--- config.mk ---
export PLATFORM = sky130hd
export DESIGN_NAME = utlb_top
export DESIGN_NICKNAME = d
export VERILOG_FILES = /design/src/rtl/utlb_pkg.sv /design/src/rtl/utlb_match.sv /design/src/rtl/utlb_victim.sv /design/src/rtl/utlb_top.sv
export SDC_FILE = /design/constraint.sdc
export NUM_CORES = 2
export LEC_CHECK = 0
export BUFFER_PORTS_ARGS = -buffer_cell sky130_fd_sc_hd__buf_2
export CAP_MARGIN = 20
export CORE_MARGIN = 2
export CORE_UTILIZATION = 40
export CTS_CLUSTER_DIAMETER = 60
export DETAILED_ROUTE_END_ITERATION = 12
export PLACE_DENSITY = 0.53
export SETUP_SLACK_MARGIN = 0.02
export SYNTH_ARGS = -nofsm -noshare
export SYNTH_HDL_FRONTEND = slang
export SYNTH_SLANG_ARGS = --single-unit
--- constraint.sdc ---
create_clock -name clk -period 11.2 [get_ports clk]
set_input_delay 0.56 -clock clk [delete_from_list [all_inputs] [get_ports clk]]
set_output_delay 0.56 -clock clk [all_outputs]
set_load 0.05 [all_outputs]
--- src/rtl/utlb_pkg.sv ---
package utlb_pkg;
  localparam int VA_W     = 32;
  localparam int PG_SHIFT = 12;
  localparam int VPN_W    = VA_W - PG_SHIFT;
  localparam int ASID_W   = 8;
  localparam int PERM_W   = 4;

  typedef enum logic [1:0] {PG_4K = 2'd0, PG_64K = 2'd1, PG_1M = 2'd2, PG_16M = 2'd3} pg_size_e;
  typedef enum logic [1:0] {ACC_LOAD = 2'd0, ACC_STORE = 2'd1, ACC_FETCH = 2'd2, ACC_LOAD2 = 2'd3} acc_e;

  typedef struct packed {
    logic [VPN_W-1:0]  vpn;
    logic [VPN_W-1:0]  ppn;
    pg_size_e          size;
    logic [ASID_W-1:0] asid;
    logic              nonsec;
    logic              glb;
    logic [PERM_W-1:0] perm;
  } tlb_entry_t;

  // Each size step is 16x the previous one, so four more page-number bits drop out.
  function automatic logic [VPN_W-1:0] size_mask(pg_size_e s);
    return {VPN_W{1'b1}} << (4 * int'(s));
  endfunction

  function automatic logic perm_fail(logic [PERM_W-1:0] p, acc_e k, logic priv);
    logic bad;
    case (k)
      ACC_STORE: bad = !p[1];
      ACC_FETCH: bad = p[2];
      default:   bad = !p[0];
    endcase
    if (p[3] && !priv) bad = 1'b1;
    return bad;
  endfunction
endpackage

--- src/rtl/utlb_match.sv ---
module utlb_match
  import utlb_pkg::*;
#(
  parameter int ENTRIES = 32
) (
  input  tlb_entry_t        tbl [ENTRIES],
  input  logic [ENTRIES-1:0] vld,
  input  logic [VPN_W-1:0]  q_vpn,
  input  logic [ASID_W-1:0] q_asid,
  input  logic              q_nonsec,
  output logic [ENTRIES-1:0] hit_vec
);
  for (genvar g = 0; g < ENTRIES; g++) begin : g_cmp
    logic [VPN_W-1:0] msk;
    logic             page_eq, id_eq;
    assign msk     = size_mask(tbl[g].size);
    assign page_eq = ((tbl[g].vpn ^ q_vpn) & msk) == '0;
    assign id_eq   = (tbl[g].glb || (tbl[g].asid == q_asid)) && (tbl[g].nonsec == q_nonsec);
    assign hit_vec[g] = vld[g] && page_eq && id_eq;
  end
endmodule

--- src/rtl/utlb_victim.sv ---
module utlb_victim #(
  parameter int ENTRIES = 32,
  localparam int IDX_W  = $clog2(ENTRIES),
  localparam int LFSR_W = IDX_W + 1
) (
  input  logic               clk,
  input  logic               rst,
  input  logic               rand_mode,
  input  logic [ENTRIES-1:0] vld,
  input  logic               fill_take,
  output logic [IDX_W-1:0]   victim
);
  function automatic logic [LFSR_W-1:0] tap_mask(int w);
    case (w)
      3:       return LFSR_W'(3'b110);
      4:       return LFSR_W'(4'b1100);
      5:       return LFSR_W'(5'b10100);
      6:       return LFSR_W'(6'b110000);
      7:       return LFSR_W'(7'b1100000);
      8:       return LFSR_W'(8'b10111000);
      default: return LFSR_W'(9'b100010000);
    endcase
  endfunction
  localparam logic [LFSR_W-1:0] TAPS = tap_mask(LFSR_W);

  logic [IDX_W-1:0]  rr_ptr, free_idx, rnd_idx;
  logic [LFSR_W-1:0] lfsr;
  logic              has_free;

  always_comb begin
    has_free = 1'b0;
    free_idx = '0;
    for (int i = ENTRIES - 1; i >= 0; i--) begin
      if (!vld[i]) begin
        has_free = 1'b1;
        free_idx = IDX_W'(i);
      end
    end
  end

  assign rnd_idx = (int'(lfsr[IDX_W-1:0]) < ENTRIES) ? lfsr[IDX_W-1:0] : rr_ptr;
  assign victim  = has_free ? free_idx : (rand_mode ? rnd_idx : rr_ptr);

  always_ff @(posedge clk) begin
    if (rst) begin
      lfsr   <= LFSR_W'(1);
      rr_ptr <= '0;
    end else begin
      lfsr <= {lfsr[LFSR_W-2:0], ^(lfsr & TAPS)};
      if (fill_take && !has_free && !rand_mode)
        rr_ptr <= (int'(rr_ptr) == ENTRIES - 1) ? '0 : rr_ptr + 1'b1;
    end
  end

  assert_free_slot_first_R7: assert property (@(posedge clk) disable iff (rst)
    (vld != '1) |-> !vld[victim]);
  assert_rr_hold_R8: assert property (@(posedge clk) disable iff (rst)
    !fill_take |=> $stable(rr_ptr));
  assert_lfsr_nonzero_R9: assert property (@(posedge clk) disable iff (rst)
    lfsr != '0);
endmodule

--- src/rtl/utlb_top.sv ---
module utlb_top
  import utlb_pkg::*;
#(
  parameter int ENTRIES = 32,
  localparam int IDX_W  = $clog2(ENTRIES)
) (
  input  logic              clk,
  input  logic              rst,
  input  logic              cfg_rand_repl,
  input  logic              lk_valid,
  input  logic [VA_W-1:0]   lk_vaddr,
  input  logic [ASID_W-1:0] lk_asid,
  input  logic              lk_nonsec,
  input  logic [1:0]        lk_kind,
  input  logic              lk_priv,
  output logic              rsp_valid,
  output logic              rsp_hit,
  output logic              rsp_abort,
  output logic [VA_W-1:0]   rsp_paddr,
  output logic              rf_req,
  output logic [VA_W-1:0]   rf_req_vaddr,
  input  logic              fill_valid,
  input  logic [VPN_W-1:0]  fill_vpn,
  input  logic [VPN_W-1:0]  fill_ppn,
  input  logic [1:0]        fill_size,
  input  logic [ASID_W-1:0] fill_asid,
  input  logic              fill_nonsec,
  input  logic              fill_global,
  input  logic [PERM_W-1:0] fill_perm,
  input  logic              inv_all,
  input  logic              inv_asid_valid,
  input  logic [ASID_W-1:0] inv_asid
);
  tlb_entry_t         tbl [ENTRIES];
  logic [ENTRIES-1:0] vld;
  logic [ENTRIES-1:0] hit_vec;
  logic [IDX_W-1:0]   victim, sel;
  logic               any_inv, fill_take, hit_any;
  logic [VPN_W-1:0]   q_vpn, out_frame, m;
  tlb_entry_t         hit_e;

  assign q_vpn     = lk_vaddr[VA_W-1:PG_SHIFT];
  assign any_inv   = inv_all || inv_asid_valid;
  assign fill_take = fill_valid && !any_inv;

  utlb_match #(.ENTRIES(ENTRIES)) u_match (
    .tbl(tbl), .vld(vld), .q_vpn(q_vpn), .q_asid(lk_asid),
    .q_nonsec(lk_nonsec), .hit_vec(hit_vec)
  );

  utlb_victim #(.ENTRIES(ENTRIES)) u_victim (
    .clk(clk), .rst(rst), .rand_mode(cfg_rand_repl), .vld(vld),
    .fill_take(fill_take), .victim(victim)
  );

  // Lowest-numbered matching slot wins if software ever loads overlapping pages.
  always_comb begin
    sel = '0;
    for (int i = ENTRIES - 1; i >= 0; i--)
      if (hit_vec[i]) sel = IDX_W'(i);
  end
  assign hit_any   = |hit_vec;
  assign hit_e     = tbl[sel];
  assign m         = size_mask(hit_e.size);
  assign out_frame = (hit_e.ppn & m) | (q_vpn & ~m);

  // Entry payload: written only by fills, no reset needed.
  always_ff @(posedge clk) begin
    if (fill_take) begin
      tbl[victim].vpn    <= fill_vpn;
      tbl[victim].ppn    <= fill_ppn;
      tbl[victim].size   <= pg_size_e'(fill_size);
      tbl[victim].asid   <= fill_asid;
      tbl[victim].nonsec <= fill_nonsec;
      tbl[victim].glb    <= fill_global;
      tbl[victim].perm   <= fill_perm;
    end
  end

  always_ff @(posedge clk) begin
    if (rst || inv_all) begin
      vld <= '0;
    end else begin
      for (int i = 0; i < ENTRIES; i++) begin
        if (inv_asid_valid && !tbl[i].glb && tbl[i].asid == inv_asid)
          vld[i] <= 1'b0;
        else if (fill_take && victim == IDX_W'(i))
          vld[i] <= 1'b1;
      end
    end
  end

  always_ff @(posedge clk) begin
    if (rst) begin
      rsp_valid    <= 1'b0;
      rsp_hit      <= 1'b0;
      rsp_abort    <= 1'b0;
      rsp_paddr    <= '0;
      rf_req       <= 1'b0;
      rf_req_vaddr <= '0;
    end else begin
      rsp_valid    <= lk_valid;
      rsp_hit      <= lk_valid && hit_any;
      rsp_abort    <= lk_valid && hit_any && perm_fail(hit_e.perm, acc_e'(lk_kind), lk_priv);
      rsp_paddr    <= (lk_valid && hit_any) ? {out_frame, lk_vaddr[PG_SHIFT-1:0]} : '0;
      rf_req       <= lk_valid && !hit_any;
      rf_req_vaddr <= lk_vaddr;
    end
  end

  assert_answer_next_cycle_R2: assert property (@(posedge clk) disable iff (rst)
    lk_valid |=> rsp_valid);
  assert_no_spurious_answer_R2: assert property (@(posedge clk) disable iff (rst)
    !lk_valid |=> !rsp_valid);
  assert_refill_only_on_miss_R2: assert property (@(posedge clk) disable iff (rst)
    rf_req |-> (rsp_valid && !rsp_hit));
  assert_abort_needs_hit_R6: assert property (@(posedge clk) disable iff (rst)
    rsp_abort |-> rsp_hit);
  assert_offset_passthru_R5: assert property (@(posedge clk) disable iff (rst)
    (lk_valid && hit_any) |=> rsp_paddr[PG_SHIFT-1:0] == $past(lk_vaddr[PG_SHIFT-1:0]));
  assert_flush_empties_R10: assert property (@(posedge clk) disable iff (rst)
    inv_all |=> vld == '0);
  assert_inv_drops_fill_R12: assert property (@(posedge clk) disable iff (rst)
    any_inv |=> (vld & ~$past(vld)) == '0);
endmodule

==> metrics.yaml <==
cts_tree: "done"
drc_errors: 0
synth_top_family_by_area: "XOR/XNOR gates"
ys_seq_area_frac: 0.665
ff2ff_path_depth: 16
syn_inst: 5475
synth-xor-area-share: 0.123
setup_violations: 0
status: "complete, no violations"
start_kind: "input pin"
synth-edff-count: 1792
hold_violations: 0
r2r_start: "tbl[1330]"
vias: 48600
final_nets: 5823
drt_iter0_drc: 4651
peakVddDrop_mv: 0.163
pin_count: 183
h-tree-depth: 4
fin_crit_ns: 6.41
synthAdderAreaFrac: 0.000594
cp-end-kind: "flip-flop"
hpwl_mm: 149
cts.sinks: 1903
gr-usage-all-layers: 0.239
antenna_found_initial: 18
dieArea_sq_um: 214000
min_path_type: "input pin to flip-flop"
routed_via_density: 5.58
initial_core_util: 0.402
synth_cell_types: 93
synth_compound_area_frac: 0.0366
yosysWarnings: 0
tns_ns: 0
post_drt_wl_per_cell_um: 30.1
numCtsBuffers: 209
grt_pass1_wl_mm: 367
min-delay-start: "rst"
layout_setup_ws_ns: 4.79
tightest_slew_ns: 1.18
die_w_um: 463
insertion_delay_ns: 0.86
slew_headroom: 0.208
p_leak_nw: 31.1
post-route-period-util: 0.572
rsz0062_at_grt: "false"
cp.arrival_ns: 7.11
wl_mm: 261
gr-total-overflow: 0
powerDensity_nw_per_um2: 160
cts_buffer_depth: 3
area_growth_pct: 12.5
synthMuxAreaShare: 0.0787
holdPathStages: 3
drt_first_pass_iters: 6
gp_congestion: 0.933
dieHeight_um: 463
grt_max_degree: 133
portBuffers: 182
hold_end: "rf_req_vaddr[2]"
ys_ff_latch: 1903
ys.flop_type: "edfxtp_1"
fin_util: 0.452
grt_pass1_vias: 48300
core_sq_um: 210000
fmax_mhz: 156
synthSimpleGateAreaFrac: 0.0678
cts_root_buf: "clkbuf_16"
critPathRequiredTime_ns: 11.90
fin_skew_ns: 0.0425
syn_area_sq_um: 84300
syn_area_per_cell_sq_um: 15.4
place_ws_ns: 3.57
syn-num-nets: 5594
maxCapViolCount: 0
cts-resized-gates: 0
reg2reg_slack_ns: 5.15
fp-row-count: 168
slew_violations: 0
path_max_fanout: 115
clk_pin_slew_worst_paths_ns: 0.06
async_flop_share: 0
drtAntennaViolNets: 0
regToRegEndpoint: "rsp_paddr[22]"
layout-drive-gt1-share: 0.123
crit_type: "input pin to flip-flop"
holdWs_ns: 0.182
fillers: 18500
## power by group
group,switching [mW],leakage [nW],internal [mW],total [mW]
sequential,0.00435,16.8,7.78,7.79
combinational,0.456,11.1,0.169,0.624
clock,2.86,3.26,3.87,6.73
## cell type report
type / count / area (sq um) / area share
Sequential cell: 1903 / 56000 / 0.591
Multi-Input combinational cell: 3212 / 26200 / 0.277
Clock buffer: 288 / 5760 / 0.0608
Tap cell: 2805 / 3510 / 0.0370
Timing Repair Buffer: 339 / 2210 / 0.0233
Clock inverter: 104 / 902 / 0.00952
Inverter: 39 / 146 / 0.00154
Antenna cell: 7 / 17.5 / 0.000185
## placed cells by master, fill, tap and decap left out, types with 13 or more instances in the layout
cell | Yosys | final
or3_1 | 15 | 14
nand2_1 | 104 | 103
dlygate4sd3_1 | 0 | 13
edfxtp_1 | 1792 | 1792
nand4_1 | 175 | 175
clkinv_1 | 0 | 45
o21ai_0 | 26 | 26
and4_1 | 82 | 81
a21oi_1 | 72 | 72
xor2_1 | 591 | 591
and3_1 | 23 | 23
nor4_1 | 138 | 138
clkinv_2 | 0 | 29
a41o_1 | 25 | 25
a211oi_1 | 77 | 62
nand4b_1 | 17 | 17
buf_2 | 37 | 184
mux2i_1 | 634 | 634
clkbuf_1 | 90 | 62
nor4b_1 | 16 | 16
a41oi_1 | 39 | 39
a211oi_4 | 0 | 15
xnor2_1 | 594 | 594
nor2b_1 | 74 | 74
inv_1 | 38 | 38
nor2_1 | 105 | 104
dfxtp_1 | 111 | 111
o211a_1 | 21 | 21
buf_4 | 92 | 134
o41ai_1 | 17 | 17
nor3_1 | 99 | 81
nand3_1 | 67 | 66
nor3_2 | 1 | 16
mux2_2 | 21 | 21
o211ai_1 | 15 | 15
clkbuf_16 | 0 | 215
## worst max-delay path by stage
stage          slack [ns]         start  depth (start not counted)             to
6_report             4.79  lk_vaddr[21]                         18      rsp_abort
5_1_grt              4.59  lk_vaddr[21]                         18      rsp_abort
4_1_cts              4.47  lk_vaddr[21]                         18  rsp_paddr[25]
3_5_place_dp         3.57  lk_vaddr[21]                         18  rsp_paddr[25]
3_3_place_gp         3.73  lk_vaddr[21]                         18  rsp_paddr[26]
2_1_floorplan        4.40       vld[31]                          8      tbl[1680]
## critical path, stage by stage
cell,delay (ns)
buf_2,0.79
buf_4,0.48
xor2_1,0.12
nor4_1,0.44
nand3b_1,0.37
a2111o_1,0.58
nand4_2,0.14
nand2b_1,0.14
o221ai_2,0.17
a21oi_4,0.52
buf_12,0.55
buf_4,0.91
mux2i_1,0.28
mux2i_1,0.10
mux2i_1,0.17
mux2i_1,0.09
o22ai_1,0.17
o32ai_1,0.09
## metrics by stage
step / std cells / cell area, sq um / power, mW
after floorplan: 5475 / 84300 / 8.30
final: 8697 / 94800 / 15.1
after detailed placement: 8282 / 87900 / 8.56
after CTS: 8687 / 94700 / 15.3
after global routing: 8696 / 94800 / 15.6
after global placement: 8279 / 87900 / 8.55
## cells by family (layout without fill, tap and decap cells)
kind of cell / after synthesis / in the layout
buf+inv: 360 / 770
xor+xnor: 1185 / 1185
other cells: 0 / 7
compound gates: 398 / 398
flops: 1903 / 1903
fa+ha+maj: 4 / 4
mux: 658 / 658
simple gates: 967 / 967
## registers in the layout (all words and copies together), names as in the netlist, 5 cells and up
| register | count |
|---|---|
| rf_req_vaddr | 32 |
| rsp_paddr | 32 |
| tbl | 1792 |
| u_victim.lfsr | 6 |
| u_victim.rr_ptr | 5 |
| vld | 32 |
## Yosys cell counts, types with 67 or more instances
cell      count  area (sq um)
xor2_1      591          5180
buf_4        92           691
dfxtp_1     111          2220
nor4_1      138           863
a211oi_1     77           578
nor2b_1      74           463
nand2_1     104           390
nand4_1     175          1090
nor3_1       99           495
xnor2_1     594          5200
and4_1       82           718
buf_6        69           777
a21oi_1      72           360
edfxtp_1   1792         53800
mux2i_1     634          6350
clkbuf_1     90           338
nand3_1      67           335
nor2_1      105           394
## per-layer routing
metal,vias to the layer above,track usage,part of all wire
met5,-,0,0
li1,21300,-,-
met4,0,0.0783,0.031
met2,1611,0.385,0.47
met1,25300,0.333,0.45
met3,359,0.0337,0.054
## what timing repair did
| item | 4_1_cts | 5_1_grt |
|---|---|---|
| hold endpoints to repair | 25 | 0 |
| hold buffers | 13 | 0 |
| setup buffers | 0 | 0 |
Note: power is estimated with default switching activity, not from simulation.
